`src/rtl/spi_ws_pkg.sv`:
```
`timescale 1ns/1ps
package spi_ws_pkg;

    typedef enum logic [1:0] {
        XF_PLAIN    = 2'b00,
        XF_SWAP_GAP = 2'b01,
        XF_SWAP     = 2'b10,
        XF_GAP      = 2'b11
    } xfer_mode_e;

    function automatic logic mode_swaps(input xfer_mode_e m);
        return (m == XF_SWAP) || (m == XF_SWAP_GAP);
    endfunction

    function automatic logic mode_gaps(input xfer_mode_e m);
        return (m == XF_GAP) || (m == XF_SWAP_GAP);
    endfunction

endpackage

```
`src/rtl/spi_ws_order.sv`:
```
`timescale 1ns/1ps
module spi_ws_order #(
    parameter int WORD_W = 32,
    parameter int BYTE_W = 8
) (
    input  logic              en,
    input  logic [WORD_W-1:0] din,
    output logic [WORD_W-1:0] dout
);
    localparam int NBYTES = WORD_W / BYTE_W;

    logic [WORD_W-1:0] swapped;

    for (genvar g = 0; g < NBYTES; g++) begin : g_lane
        assign swapped[g*BYTE_W +: BYTE_W] = din[(NBYTES-1-g)*BYTE_W +: BYTE_W];
    end

    assign dout = en ? swapped : din;

endmodule

```
`src/rtl/spi_ws_engine.sv`:
```
`timescale 1ns/1ps
module spi_ws_engine #(
    parameter int WORD_W       = 32,
    parameter int BYTE_W       = 8,
    parameter int IDLE_PERIODS = 2,
    parameter int CNT_W        = 6
) (
    input  logic              clk,
    input  logic              rst_n,
    input  logic              tick_i,
    input  logic              start_i,
    input  logic [CNT_W-1:0]  nbits_i,
    input  logic              swap_i,
    input  logic              idle_en_i,
    input  logic [WORD_W-1:0] tx_i,
    input  logic              miso_i,
    input  logic [WORD_W-1:0] rx_ord_i,
    output logic [WORD_W-1:0] rx_raw_o,
    output logic              swap_o,
    output logic              sck_o,
    output logic              mosi_o,
    output logic              busy_o,
    output logic              done_o,
    output logic [WORD_W-1:0] rx_word_o
);
    localparam int BIT_W = $clog2(BYTE_W);
    localparam int GAP_W = $clog2(2*IDLE_PERIODS) + 1;

    typedef struct packed {
        logic              sck;
        logic              mosi;
        logic              busy;
        logic              gap;
        logic              idle_en;
        logic              swap;
        logic [GAP_W-1:0]  gap_cnt;
        logic [CNT_W-1:0]  left;
        logic [BIT_W-1:0]  in_byte;
        logic [WORD_W-1:0] sh;
        logic [WORD_W-1:0] rx_sh;
        logic [WORD_W-1:0] rx_word;
    } eng_t;

    eng_t q, d;
    logic done;

    always_comb begin
        d    = q;
        done = 1'b0;
        if (!q.busy) begin
            if (start_i) begin
                d.busy    = 1'b1;
                d.sck     = 1'b0;
                d.gap     = 1'b0;
                d.idle_en = idle_en_i;
                d.swap    = swap_i;
                d.left    = nbits_i;
                d.in_byte = '0;
                d.sh      = tx_i << (CNT_W'(WORD_W) - nbits_i);
                d.mosi    = d.sh[WORD_W-1];
                d.rx_sh   = '0;
            end
        end else if (tick_i) begin
            if (q.gap) begin
                if (q.gap_cnt == '0) begin
                    d.gap  = 1'b0;
                    d.sh   = q.sh << 1;
                    d.mosi = d.sh[WORD_W-1];
                end else begin
                    d.gap_cnt = q.gap_cnt - 1'b1;
                end
            end else if (!q.sck) begin
                d.sck   = 1'b1;
                d.rx_sh = {q.rx_sh[WORD_W-2:0], miso_i};
            end else begin
                d.sck = 1'b0;
                if (q.left == CNT_W'(1)) begin
                    d.busy    = 1'b0;
                    done      = 1'b1;
                    d.rx_word = rx_ord_i;
                end else begin
                    d.left    = q.left - 1'b1;
                    d.in_byte = q.in_byte + 1'b1;
                    if (q.idle_en && (q.in_byte == BIT_W'(BYTE_W-1))) begin
                        d.gap     = 1'b1;
                        d.gap_cnt = GAP_W'(2*IDLE_PERIODS-1);
                    end else begin
                        d.sh   = q.sh << 1;
                        d.mosi = d.sh[WORD_W-1];
                    end
                end
            end
        end
    end

    always_ff @(posedge clk or negedge rst_n) begin
        if (!rst_n) q <= '0;
        else        q <= d;
    end

    assign rx_raw_o  = q.rx_sh;
    assign swap_o    = q.swap;
    assign sck_o     = q.sck;
    assign mosi_o    = q.mosi;
    assign busy_o    = q.busy;
    assign done_o    = done;
    assign rx_word_o = q.rx_word;

    p_sck_only_on_tick_r7: assert property (@(posedge clk) disable iff (!rst_n)
        !tick_i |=> $stable(q.sck));
    p_gap_clock_low_r3: assert property (@(posedge clk) disable iff (!rst_n)
        q.gap |-> !q.sck);
    p_gap_mosi_hold_r3: assert property (@(posedge clk) disable iff (!rst_n)
        (q.gap && q.gap_cnt != '0) |=> $stable(q.mosi));
    p_start_ignored_r8: assert property (@(posedge clk) disable iff (!rst_n)
        (q.busy && start_i && !tick_i) |=> ($stable(q.left) && $stable(q.swap)));
    p_rx_hold_r12: assert property (@(posedge clk) disable iff (!rst_n)
        !done |=> $stable(q.rx_word));

endmodule

```
`src/rtl/spi_ws_irq.sv`:
```
`timescale 1ns/1ps
module spi_ws_irq (
    input  logic clk,
    input  logic rst_n,
    input  logic done_i,
    input  logic clr_we_i,
    input  logic clr_val_i,
    input  logic irq_en_i,
    output logic flag_o,
    output logic irq_o
);
    typedef struct packed {
        logic flag;
    } irq_t;

    irq_t q, d;
    logic clear_req;

    always_comb begin
        d         = q;
        clear_req = clr_we_i && clr_val_i;
        if (done_i)         d.flag = 1'b1;
        else if (clear_req) d.flag = 1'b0;
    end

    always_ff @(posedge clk or negedge rst_n) begin
        if (!rst_n) q <= '0;
        else        q <= d;
    end

    assign flag_o = q.flag;
    assign irq_o  = q.flag & irq_en_i;

    p_set_on_done_r9: assert property (@(posedge clk) disable iff (!rst_n)
        done_i |=> flag_o);
    p_zero_write_keeps_r10: assert property (@(posedge clk) disable iff (!rst_n)
        (flag_o && !(clr_we_i && clr_val_i)) |=> flag_o);
    p_one_write_clears_r10: assert property (@(posedge clk) disable iff (!rst_n)
        (!done_i && clr_we_i && clr_val_i) |=> !flag_o);
    p_collision_sets_r11: assert property (@(posedge clk) disable iff (!rst_n)
        (done_i && clr_we_i && clr_val_i) |=> flag_o);

endmodule

```
`src/rtl/spi_word_shifter.sv`:
```
`timescale 1ns/1ps
module spi_word_shifter
    import spi_ws_pkg::*;
#(
    parameter int WORD_W       = 32,
    parameter int BYTE_W       = 8,
    parameter int IDLE_PERIODS = 2,
    parameter int LEN_W        = $clog2(WORD_W)
) (
    input  logic              clk,
    input  logic              rst_n,
    input  logic              tick,
    input  logic              start,
    input  logic [WORD_W-1:0] tx_word,
    input  logic [1:0]        mode,
    input  logic [LEN_W-1:0]  len_sel,
    input  logic              miso,
    input  logic              irq_en,
    input  logic              flag_clr_we,
    input  logic              flag_clr_val,
    output logic              sck,
    output logic              mosi,
    output logic              busy,
    output logic [WORD_W-1:0] rx_word,
    output logic              flag,
    output logic              irq
);
    localparam int CNT_W = LEN_W + 1;

    logic              full_word;
    logic              swap_req;
    logic              idle_req;
    logic [CNT_W-1:0]  nbits;
    logic [WORD_W-1:0] tx_ord;
    logic [WORD_W-1:0] rx_raw;
    logic [WORD_W-1:0] rx_ord;
    logic              swap_act;
    logic              done;

    assign full_word = (len_sel == '0);
    assign nbits     = full_word ? CNT_W'(WORD_W) : CNT_W'(len_sel);
    assign swap_req  = full_word && mode_swaps(xfer_mode_e'(mode));
    assign idle_req  = full_word && mode_gaps(xfer_mode_e'(mode));

    spi_ws_order #(.WORD_W(WORD_W), .BYTE_W(BYTE_W)) u_tx_order (
        .en(swap_req), .din(tx_word), .dout(tx_ord)
    );

    spi_ws_order #(.WORD_W(WORD_W), .BYTE_W(BYTE_W)) u_rx_order (
        .en(swap_act), .din(rx_raw), .dout(rx_ord)
    );

    spi_ws_engine #(
        .WORD_W(WORD_W), .BYTE_W(BYTE_W),
        .IDLE_PERIODS(IDLE_PERIODS), .CNT_W(CNT_W)
    ) u_engine (
        .clk(clk), .rst_n(rst_n), .tick_i(tick), .start_i(start),
        .nbits_i(nbits), .swap_i(swap_req), .idle_en_i(idle_req),
        .tx_i(tx_ord), .miso_i(miso), .rx_ord_i(rx_ord),
        .rx_raw_o(rx_raw), .swap_o(swap_act), .sck_o(sck),
        .mosi_o(mosi), .busy_o(busy), .done_o(done), .rx_word_o(rx_word)
    );

    spi_ws_irq u_irq (
        .clk(clk), .rst_n(rst_n), .done_i(done),
        .clr_we_i(flag_clr_we), .clr_val_i(flag_clr_val),
        .irq_en_i(irq_en), .flag_o(flag), .irq_o(irq)
    );

    p_busy_end_flag_r8: assert property (@(posedge clk) disable iff (!rst_n)
        $fell(busy) |-> flag);
    p_idle_clock_low_r7: assert property (@(posedge clk) disable iff (!rst_n)
        !busy |-> !sck);

endmodule

```
`config.mk`:
```
export PLATFORM = sky130hd
export DESIGN_NAME = spi_word_shifter
export DESIGN_NICKNAME = d
export VERILOG_FILES = /design/src/rtl/spi_ws_pkg.sv /design/src/rtl/spi_ws_order.sv /design/src/rtl/spi_ws_engine.sv /design/src/rtl/spi_ws_irq.sv /design/src/rtl/spi_word_shifter.sv
export SDC_FILE = /design/constraint.sdc
export NUM_CORES = 1
export LEC_CHECK = 0
export ABC_AREA = 1
export BUFFER_PORTS_ARGS = -buffer_cell sky130_fd_sc_hd__buf_2
export CAP_MARGIN = 0
export CORE_AREA = 2 2 125 127
export DETAILED_ROUTE_END_ITERATION = 7
export DIE_AREA = 0 0 127 129
export GPL_ROUTABILITY_DRIVEN = 0
export PLACE_DENSITY = 0.69
export SLEW_MARGIN = 10
export SYNTH_ARGS = -nofsm -noshare
export SYNTH_HDL_FRONTEND = slang
export SYNTH_SLANG_ARGS = --single-unit
```
`constraint.sdc`:
```
create_clock -name clk -period 2.5 [get_ports clk]
set_clock_uncertainty 0.1 [all_clocks]
set_input_delay 0.5 -clock clk [delete_from_list [all_inputs] [get_ports clk]]
set_output_delay 0.5 -clock clk [all_outputs]
set_load 0.02 [all_outputs]
```
After elaboration in Yosys (flattened, before gate mapping)
Index checks and enable logic that the tools add are counted.
{"block": "word_totals", "output_inout_bits": 37, "input_bits": 47, "elab_cells": 99, "register_bits": 114}
{"block": "op_classes", "add_sub_neg": 4, "n_shift": 1, "reduce_logical": 20, "n_bitwise": 3, "mux": 42, "n_eq_ne": 16}
{"op": "$mux W32", "count": 8}
{"op": "$mux W73", "count": 2}
{"op": "$mux W105", "count": 1}
{"op": "$mux W44", "count": 2}
{"op": "$mux W64", "count": 1}
{"op": "$shl A32 B6 Y32", "count": 1}
{"op": "$mux W1", "count": 19}
{"op": "$mux W3", "count": 4}
{"op": "$mux W6", "count": 2}
{"op": "$reduce_and A6 Y1", "count": 2}
{"op": "$ne A2 B2 Y1 const B", "count": 5}
{"op": "$reduce_and A5 Y1", "count": 2}
{"op": "$mux W9", "count": 1}
{"op": "$ne A3 B3 Y1 const B", "count": 3}
{"op": "$mux W4", "count": 2}
{"op": "$reduce_bool A2 Y1", "count": 4}
{"op": "$eq A6 B1 Y1 const B", "count": 1}
{"op": "$sub A6 B1 Y6 const B", "count": 1}
{"op": "$sub A6 B6 Y6 const A", "count": 1}
{"op": "$logic_not A5 Y1", "count": 1}
{"op": "$eq A2 B2 Y1 const B", "count": 2}
{"op": "$logic_and A1 B1 Y1", "count": 4}
{"op": "$ne A2 B1 Y1 const B", "count": 2}
{"op": "$reduce_and A2 Y1", "count": 2}
{"op": "11 further kinds", "count": 13}

Depth between registers and ports, before layout
Gate-level depths: netlist of the first run.
{"block": "depth", "depth_word": 8, "mapped_depth": 17, "mapped_depth_nobuf": 16}

By module
Synthesis of the first run repeated with hierarchy kept, for this count alone.
{"block": "hier_totals", "hier_cells": 1236, "hier_area_um2": 8237.9}
{"module": "spi_ws_engine", "instances": 1, "seq_area_each_um2": 2827.7, "cells_per_inst": 1005, "area_per_inst_um2": 7123.1}
{"module": "spi_ws_order", "instances": 2, "seq_area_each_um2": 0.0, "cells_per_inst": 104, "area_per_inst_um2": 494.2}
{"module": "spi_word_shifter", "instances": 1, "seq_area_each_um2": 0.0, "cells_per_inst": 16, "area_per_inst_um2": 78.8}
{"module": "spi_ws_irq", "instances": 1, "seq_area_each_um2": 25.0, "cells_per_inst": 7, "area_per_inst_um2": 47.5}

Least setup slack after synthesis of the first run
No wires, ideal clock.
{"block": "synth_path", "kind": "in2reg", "start": "input port len_sel[0]", "end": "register u_engine.q[94] (netlist name)", "setup_ns": 0.117, "path_buffers": 4, "arrival_time_ns": 2.451, "required_time_ns": 2.283, "stages": 14, "path_slack_ns": -0.168, "cell_sequence": "buf_4 clkinv_1 clkbuf_1 ha_1 buf_2 clkinv_1 clkbuf_1 nand3_1 nand3_1 nand3_1 nand3_1 nand3_1 o21ai_1 inv_1"}
{"block": "synth_between", "elab_chain_cells": 6, "word_cells_on_any_way": 8, "cone_classes": "add/sub: 1; shift: 1; mux: 4; reduce/logical: 2"}
{"element": "from (decl)", "line_no": "spi_word_shifter.sv:16", "text": "input logic [LEN_W-1:0] len_sel,"}
{"element": "$logic_not A5 Y1", "line_no": "spi_word_shifter.sv:40", "text": "assign full_word = (len_sel == '0);"}
{"element": "$mux W6 / $logic_and A1 B1 Y1 (equally long branches)", "line_no": "spi_word_shifter.sv:41, spi_word_shifter.sv:42"}
{"element": "$sub A6 B6 Y6 / $mux W32 (equally long branches)", "line_no": "spi_ws_engine.sv:59, spi_ws_order.sv:18"}
{"element": "$shl A32 B6 Y32 (*)", "line_no": "spi_ws_engine.sv:59", "text": "d.sh = tx_i << (CNT_W'(WORD_W) - nbits_i);"}
{"element": "$mux W73 (*)", "line_no": "spi_ws_engine.sv:51", "text": "if (start_i) begin"}
{"element": "$mux W73 (*)", "line_no": "spi_ws_engine.sv:50", "text": "if (!q.busy) begin"}
{"element": "to (signal assigned)", "line_no": "spi_ws_engine.sv:97", "text": "if (!rst_n) q <= '0;"}
{"element": "to (signal assigned)", "line_no": "spi_ws_engine.sv:98", "text": "else q <= d;"}
{"element": "to (decl)", "line_no": "spi_ws_engine.sv:44", "text": "eng_t q, d;"}
Mark *: on every way between the ends. The rest lies on a longest branch, timed or not. The select of a mux whose other input is x is not followed.
A chain may end at the register's enable or synchronous reset.

Worst setup path after layout of the first run
{"block": "layout_path", "start": "input port mode[0]", "end": "register u_engine.q (netlist bit u_engine.mosi_o)"}
{"block": "layout_between", "elab_chain_cells": 7, "word_cells_on_any_way": 8, "cone_classes": "eq/ne: 2; shift: 1; mux: 3; reduce/logical: 2"}
{"element": "from (decl)", "line_no": "spi_word_shifter.sv:15", "text": "input logic [1:0] mode,"}
{"element": "$eq A2 B2 Y1 / $eq A2 B1 Y1 (equally long branches)", "line_no": "spi_ws_pkg.sv:12", "text": "return (m == XF_SWAP) || (m == XF_SWAP_GAP);"}
{"element": "$logic_or A1 B1 Y1 (*)", "line_no": "spi_ws_pkg.sv:12"}
{"element": "$logic_and A1 B1 Y1 (*)", "line_no": "spi_word_shifter.sv:42", "text": "assign swap_req = full_word && mode_swaps(xfer_mode_e'(mode));"}
{"element": "$mux W32 (*)", "line_no": "spi_ws_order.sv:18", "text": "assign dout = en ? swapped : din;"}
{"element": "$shl A32 B6 Y32 (*)", "line_no": "spi_ws_engine.sv:59"}
{"element": "$mux W6 (*)", "line_no": "spi_ws_engine.sv:51"}
{"element": "$mux W4 (*)", "line_no": "spi_ws_engine.sv:50"}
Marked as above.

==> results of run 1 <==
-- cells by family (layout without fill, tap and decap cells) --
family / after synthesis / after routing / share of synthesized area, %
xor+xnor: 3 / 3 / 0.457
simple gates: 557 / 557 / 33.5
flops: 114 / 114 / 38.6
compound gates: 186 / 186 / 14.1
buf+inv: 194 / 260 / 11.9
fa+ha+maj: 9 / 9 / 1.52
-- path summary, 6_finish.rpt --
path | cells past startpoint | to
max reg2reg | 9 | u_engine.q[75]$_DFFE_PN0P_
max in group asynchronous | 3 | u_engine.rx_raw_o[4]$_DFFE_PN0P_
min | 2 | u_engine.busy_o$_DFF_PN0_
max | 14 | u_engine.mosi_o$_DFFE_PN0P_
min reg2reg | 2 | u_engine.rx_word_o[4]$_DFFE_PN0P_
min in group asynchronous | 2 | u_engine.q[96]$_DFFE_PN0P_
-- area by class of cell --
type	count	area [um^2]	share of cell area, %
Sequential cell	114	2850	32.6
Timing Repair Buffer	129	953	10.9
Tap cell	188	235	2.69
Clock buffer	19	453	5.18
Inverter	99	373	4.27
Multi-Input combinational cell	755	3680	42.1
Clock inverter	13	196	2.25
-- cells in the final DEF, fill, tap and decap left out, types with 6 or more instances in the layout --
cell type / count
o21ai_0: 89
nor2_1: 34
inv_1: 93
o22ai_1: 32
ha_1: 9
buf_2: 82
nand3_1: 237
buf_12: 15
a21oi_1: 31
nand4_1: 6
buf_4: 31
a31oi_1: 8
nand2_1: 266
clkbuf_16: 17
o211ai_1: 7
dfrtp_1: 114
-- sequential cells by signal (all words and copies together), names as in the netlist --
register	count
u_engine.mosi_o	1
u_engine.rx_word_o	32
u_engine.rx_raw_o	32
u_engine.q	45
u_engine.swap_o	1
u_engine.busy_o	1
u_engine.sck_o	1
u_irq.flag_o	1
-- synthesized netlist by cell type, types with 2 or more instances --
master / count
nand2_1: 267
nand3_1: 237
dfrtp_1: 114
inv_1: 93
o21ai_0: 89
clkbuf_1: 37
buf_4: 35
nor2_1: 34
a21oi_1: 32
o22ai_1: 32
buf_1: 11
buf_2: 11
ha_1: 9
a31oi_1: 8
o211ai_1: 7
nand4_1: 6
o21ai_1: 5
a22oi_1: 3
a32oi_1: 3
clkinv_1: 3
inv_2: 3
o311ai_0: 3
nor3_1: 2
o31ai_1: 2
-- power by group through the flow --
stage	clock, W	sequential [W]	combinational (W)
6_report	0.00264	0.00297	0.00318
5_1_grt	0.00276	0.00305	0.00358
4_1_cts	0.00267	0.00297	0.00320
3_5_place_dp	0	0.00298	0.00317
3_3_place_gp	0	0.00296	0.00313
2_1_floorplan	0	0.00292	0.00251
-- per-layer routing --
layer	vias to the layer above	global-route usage [%]	share of wire, %
met5	-	0	0
met4	0	11.6	3.4
met3	48	4.03	5.0
met2	257	43.7	49
met1	3389	31.6	43
li1	3654	-	-
-- stage by stage --
stage / setup slack [ns] / setup TNS [ns] / util (%) / hold slack, ns / std cells
2_1_floorplan: 0.0163 / 0 / - / 0.104 / 1063
3_3_place_gp: -0.0718 / -0.150 / 54.0 / 0.345 / 1284
3_5_place_dp: -0.0697 / -0.267 / 54.0 / 0.346 / 1284
4_1_cts: 0.329 / 0 / 58.4 / 0.206 / 1317
5_1_grt: 0.0755 / 0 / 58.4 / 0.211 / 1317
6_report: 0.283 / 0 / 58.4 / 0.207 / 1317
-- critical path: stages --
cell,delay (ns)
buf_2,0.11
ha_1,0.29
buf_4,0.14
nor3_4,0.21
buf_12,0.17
buf_12,0.12
nand2_1,0.08
nand3_1,0.10
nand3_1,0.10
nand3_1,0.13
nand3_1,0.14
nand3_1,0.12
nand3_1,0.09
a21oi_1,0.15
==> flow_metrics.env, run 1 <==
export IMPL_port_buffers=83
export IMPL_ant_nets=0
export IMPL_clock_path_buffers=2
export IMPL_die_w_um=127
export IMPL_drive_gt1_share_pct=15.7
export IMPL_ys_warn_count=0
export IMPL_wl_per_cell_um=15.2
export IMPL_hold_path_class="in -> reg"
export IMPL_fmax_mhz=451
export IMPL_p_switching_w=0.00331
export IMPL_cap_violations=0
export IMPL_p_sw_share_pct=37.6
export IMPL_ys_types=41
export IMPL_setup_violations=0
export IMPL_fin_crit_sh_pct=88.7
export IMPL_cp_max_fo=15
export IMPL_grtUsageTotal_pct=25.4
export IMPL_boundaryPins=84
export IMPL_cp_start_kind="input pin"
export IMPL_dpl_instance_area_um2=8080
export IMPL_combinationalPowerShare_pct=36.2
export IMPL_avgSynthCellArea_um2=6.96
export IMPL_synth_flop_cell="dfrtp_1"
export IMPL_vdd_drop_max_mv=0.553
export IMPL_overflow=0
export IMPL_drtIter0Drc=758
export IMPL_critPathKind="in -> reg"
export IMPL_drtPass1Iterations=5
export IMPL_start_util_pct=49.4
export IMPL_netlist_instances=1063
export IMPL_numCtsBuffers=17
export IMPL_reg2reg_from="u_engine.q[101]$_DFFE_PN0P_"
export IMPL_dp_hpwl_um=14300
export IMPL_drv_slew=0
export IMPL_tightest_slew_ns=0.516
export IMPL_finalPower_w=0.00879
export IMPL_grt_max_degree=65
export IMPL_row_count=45
export IMPL_synth_edf_count=0
export IMPL_layout_nets=1172
export IMPL_crit_start="mode[0]"
export IMPL_ys_seq_area_share_pct=38.6
export IMPL_rsz0062_at_grt="false"
export IMPL_yosys_register_bits=114
export IMPL_hold_viol=0
export IMPL_wirelength_um=20000
export IMPL_grt_pass1_wl_um=33100
export IMPL_vias_per_cell=5.58
export IMPL_pwr_share_clk_pct=30.1
export IMPL_postCtsSetupBuffers=0
export IMPL_placeableCoreArea_um2=15000
export IMPL_final_area_um2=8740
export IMPL_synthArstFlopShare_pct=100
export IMPL_via_count=7348
export IMPL_area_delta_synth_final_pct=18.2
export IMPL_synth_nets=1119
export IMPL_hp_start="start"
export IMPL_yosys_area_top_type_share_pct=38.6
export IMPL_antenna_found_initial=0
export IMPL_nFillCells=1422
export IMPL_status="finished clean"
export IMPL_arrival_ns=2.46
export IMPL_syn_area_um2=7400
export IMPL_intPower_w=0.00548
export IMPL_seqPwrFrac_pct=33.7
export IMPL_clkSlewWorstSetupHoldPaths_ns=0.06
export IMPL_root_buffer="clkbuf_16"
export IMPL_synth_area_top_cells="dfrtp_1, nand3_1, nand2_1"
export IMPL_yosys_area_top_type="dfrtp_1"
export IMPL_htree_num_levels=4
export IMPL_p_leak_nw=4.30
export IMPL_fin_crit_ns=2.22
export IMPL_cts_hold_buf=1
export IMPL_die_h_um=129
export IMPL_drc=0
export IMPL_dieArea_um2=16400
export IMPL_reg2reg_setup_slack_ns=0.47
export IMPL_diodes=0
export IMPL_grt_pass1_vias=6914
export IMPL_cts_tree="yes"
export IMPL_cts_sinks=114
export IMPL_crit_required_ns=2.74
export IMPL_endpoint_kind="flop"
export IMPL_insertion_delay_ns=0.42
export IMPL_timing_slew_headroom_pct=65.6
export IMPL_cts_resized=0
export IMPL_p_per_area_nw_per_um2=1010
No activity file was read; power rests on OpenSTA's default activity.
==> run 2, diff against run 1 <==
CORE_AREA = 2 2 132 134   (was 2 2 125 127)
CTS_BUF_LIST = sky130_fd_sc_hd__clkbuf_4 sky130_fd_sc_hd__clkbuf_8   (was default)
DIE_AREA = 0 0 134 136   (was 0 0 127 129)
PLACE_DENSITY = 0.68   (was 0.69)
SYNTH_HIERARCHICAL = 1   (was default)
==> run 2 against run 1 <==
  * Cell area increased by 0.62%
  * Via count increased by 3.9%
  * Power increased by 0.69%
  * Synthesized cell count increased by 16%
  * Non-clock buffer count decreased by 4
  * Sequential share of layout area decreased by 0.20 points
  * Critical path type is now reg -> reg
  * Critical endpoint is now u_engine/q[85]$_DFFE_PN0P_
  * Largest cell class unchanged
==> flow_metrics.env, run 2 <==
export IMPL_status="finished clean"
export IMPL_ant_nets=0
export IMPL_hold_path_class="in -> reg"
export IMPL_via_count=7634
export IMPL_finalPower_w=0.00885
export IMPL_dieArea_um2=18200
export IMPL_synth_nets=1292
export IMPL_ys_types=41
export IMPL_hold_viol=0
export IMPL_insertion_delay_ns=0.45
export IMPL_cap_violations=0
export IMPL_fin_crit_ns=2.32
export IMPL_wirelength_um=19800
export IMPL_intPower_w=0.00510
export IMPL_wl_per_cell_um=13.4
export IMPL_worstPathCellList="inv_1, ha_1, nand4_1, nand2_1, nand2_1, o21ai_2, inv_2, or2_2, nand2_1, inv_1"
export IMPL_fin_crit_sh_pct=92.7
export IMPL_numCtsBuffers=17
export IMPL_start_util_pct=48.8
export IMPL_synth_area_top_cells="dfrtp_1, nand2_1, nand3_1"
export IMPL_crit_required_ns=2.74
export IMPL_path_buf_inv=3
export IMPL_drive_gt1_share_pct=16.3
export IMPL_drtIter0Drc=498
export IMPL_pwr_share_clk_pct=21.2
export IMPL_placeableCoreArea_um2=16900
export IMPL_cp_max_fo=22
export IMPL_ys_seq_area_share_pct=34.6
export IMPL_combinationalPowerShare_pct=41.3
export IMPL_endpoint_kind="flop"
export IMPL_rsz0062_at_grt="false"
export IMPL_clkSlewWorstSetupHoldPaths_ns=0.07
export IMPL_clock_path_buffers=2
export IMPL_grtUsageMet3_pct=3.84
export IMPL_final_cell_mix="nand2_1, nand3_1, dfrtp_1"
export IMPL_largest_register="u_engine/q"
export IMPL_drtPass1Iterations=5
export IMPL_vdd_drop_max_mv=0.475
export IMPL_area_delta_synth_final_pct=6.76
export IMPL_hold_slack_ns=0.194
export IMPL_p_sw_share_pct=42.4
export IMPL_yosys_register_bits=114
export IMPL_cp_start_kind="flop"
export IMPL_yosys_area_top_type="dfrtp_1"
export IMPL_p_leak_nw=4.66
export IMPL_dpl_instance_area_um2=8350
export IMPL_tightest_slew_ns=0.625
export IMPL_drv_slew=0
export IMPL_final_area_um2=8790
export IMPL_p_per_area_nw_per_um2=1010
export IMPL_port_buffers=83
export IMPL_cts_tree="yes"
export IMPL_synth_edf_count=0
export IMPL_boundaryPins=84
export IMPL_layout_commonest_cell="nand2_1"
export IMPL_yosys_area_top_type_share_pct=34.6
export IMPL_critPathKind="reg -> reg"
export IMPL_vias_per_cell=5.15
export IMPL_timing_slew_headroom_pct=58.3
export IMPL_root_buffer="clkbuf_8"
export IMPL_synth_common_cells="nand2_1, nand3_1, dfrtp_1, nor2_1, buf_4"
export IMPL_largest_register_ffs=45
export IMPL_final_setup_tns_ns=0
export IMPL_htree_num_levels=4
export IMPL_grt_busiest_layer="met2"
export IMPL_dp_hpwl_um=14200
export IMPL_antenna_found_initial=0
export IMPL_cp_top_family="simple AND/OR/NAND/NOR gates"
export IMPL_path_common_cell="nand2_1"
export IMPL_die_w_um=134
export IMPL_grt_use_met1_pct=27.9
export IMPL_row_count=48
export IMPL_synth_flop_cell="dfrtp_1"
export IMPL_fmax_mhz=432
export IMPL_p_switching_w=0.00376
export IMPL_netlist_instances=1236
export IMPL_diodes=0
export IMPL_arrival_ns=2.55
export IMPL_grt_pass1_vias=7027
export IMPL_avgSynthCellArea_um2=6.66
export IMPL_layout_nets=1300
export IMPL_grt_pass1_wl_um=33000
export IMPL_synth_most_common_cell="nand2_1"
export IMPL_cpPeakStageDelay_ns=0.38
export IMPL_drc=0
export IMPL_overflow=0
export IMPL_die_h_um=136
export IMPL_grtUsageTotal_pct=22.5
export IMPL_seqPwrFrac_pct=37.4
export IMPL_ys_warn_count=6
export IMPL_slowest_stage="dfrtp_1"
export IMPL_syn_area_um2=8240
export IMPL_grt_max_degree=67
export IMPL_cts_sinks=114
export IMPL_postCtsSetupBuffers=0
export IMPL_synthArstFlopShare_pct=100
export IMPL_setup_violations=0
export IMPL_use_met2_pct=38.6
[run 2: cell count changes after synthesis, sizes merged, moves of 29 or more]
cell,change
nand2,+249
o22ai,-29
nor2,+44
o21ai,-66
nand3,-62
buf,+58
[run 2: area by class of cell]
class / instances / area (um^2)
inverters: 71 / 283
multi-input cells: 915 / 4140
clock buffers: 17 / 234
fillers: 1713 / 8080
clock inverters: 15 / 198
repair buffers: 125 / 811
well taps: 225 / 282
flip-flops and latches: 114 / 2850
[run 2: worst paths after layout]
kind,cells after the start,startpoint,endpoint,slack (ns)
worst max-delay path,10,u_engine/q[100]$_DFFE_PN0P_,u_engine/q[85]$_DFFE_PN0P_,0.18
worst min-delay path,4,flag_clr_val,u_irq/flag_o$_DFFE_PN0P_,0.19
worst max register to register,10,u_engine/q[100]$_DFFE_PN0P_,u_engine/q[85]$_DFFE_PN0P_,0.18
worst min register to register,2,u_engine/rx_word_o[27]$_DFFE_PN0P_,u_engine/rx_word_o[27]$_DFFE_PN0P_,0.37
max in group asynchronous,3,rst_n,u_engine/q[67]$_DFFE_PN0P_,1.23
min in group asynchronous,2,rst_n,u_irq/flag_o$_DFFE_PN0P_,0.40
[run 2: routing by layer]
metal | wire (um) | vias up
met4 | 622 | 0
li1 | - | 3904
met3 | 887 | 46
met5 | 0 | -
met1 | 8540 | 3493
met2 | 9740 | 191
[run 2: metrics by stage]
step / setup WS [ns] / util (%) / instances
after detailed placement: -0.124 / 49.5 / 1449
final: 0.183 / 52.1 / 1482
after floorplan: 0.0980 / - / 1236
after global placement: -0.110 / 49.5 / 1449
after CTS: 0.190 / 52.1 / 1482
after global routing: 0.00986 / 52.1 / 1482
[run 2: logic make-up after synthesis]
kind of cell,after synthesis,synth area share [%]
flip-flops,114,34.6
AO/OA/AOI/OAI,118,8.38
XOR/XNOR,1,0.334
buffers and inverters,207,15.2
adder cells (fa/ha/maj),9,1.37
AND/OR/NAND/NOR,787,40.1
[run 2: power by group through the flow]
stage / Sequential, W / Combinational [W] / Clock (W)
6_report: 0.00331 / 0.00366 / 0.00188
5_1_grt: 0.00343 / 0.00417 / 0.00201
4_1_cts: 0.00332 / 0.00368 / 0.00193
3_5_place_dp: 0.00334 / 0.00365 / 0
3_3_place_gp: 0.00333 / 0.00358 / 0
2_1_floorplan: 0.00315 / 0.00355 / 0
[run 2: worst min-delay path: cells and delay by family]
kind          cells  cell delay, ns
simple gates      3            0.13
buf+inv           1            0.07
[run 2: repair_timing]
item	CTS	global route
hold buffers	1	0
hold endpoints to repair	23	0
gates resized for setup	0	0
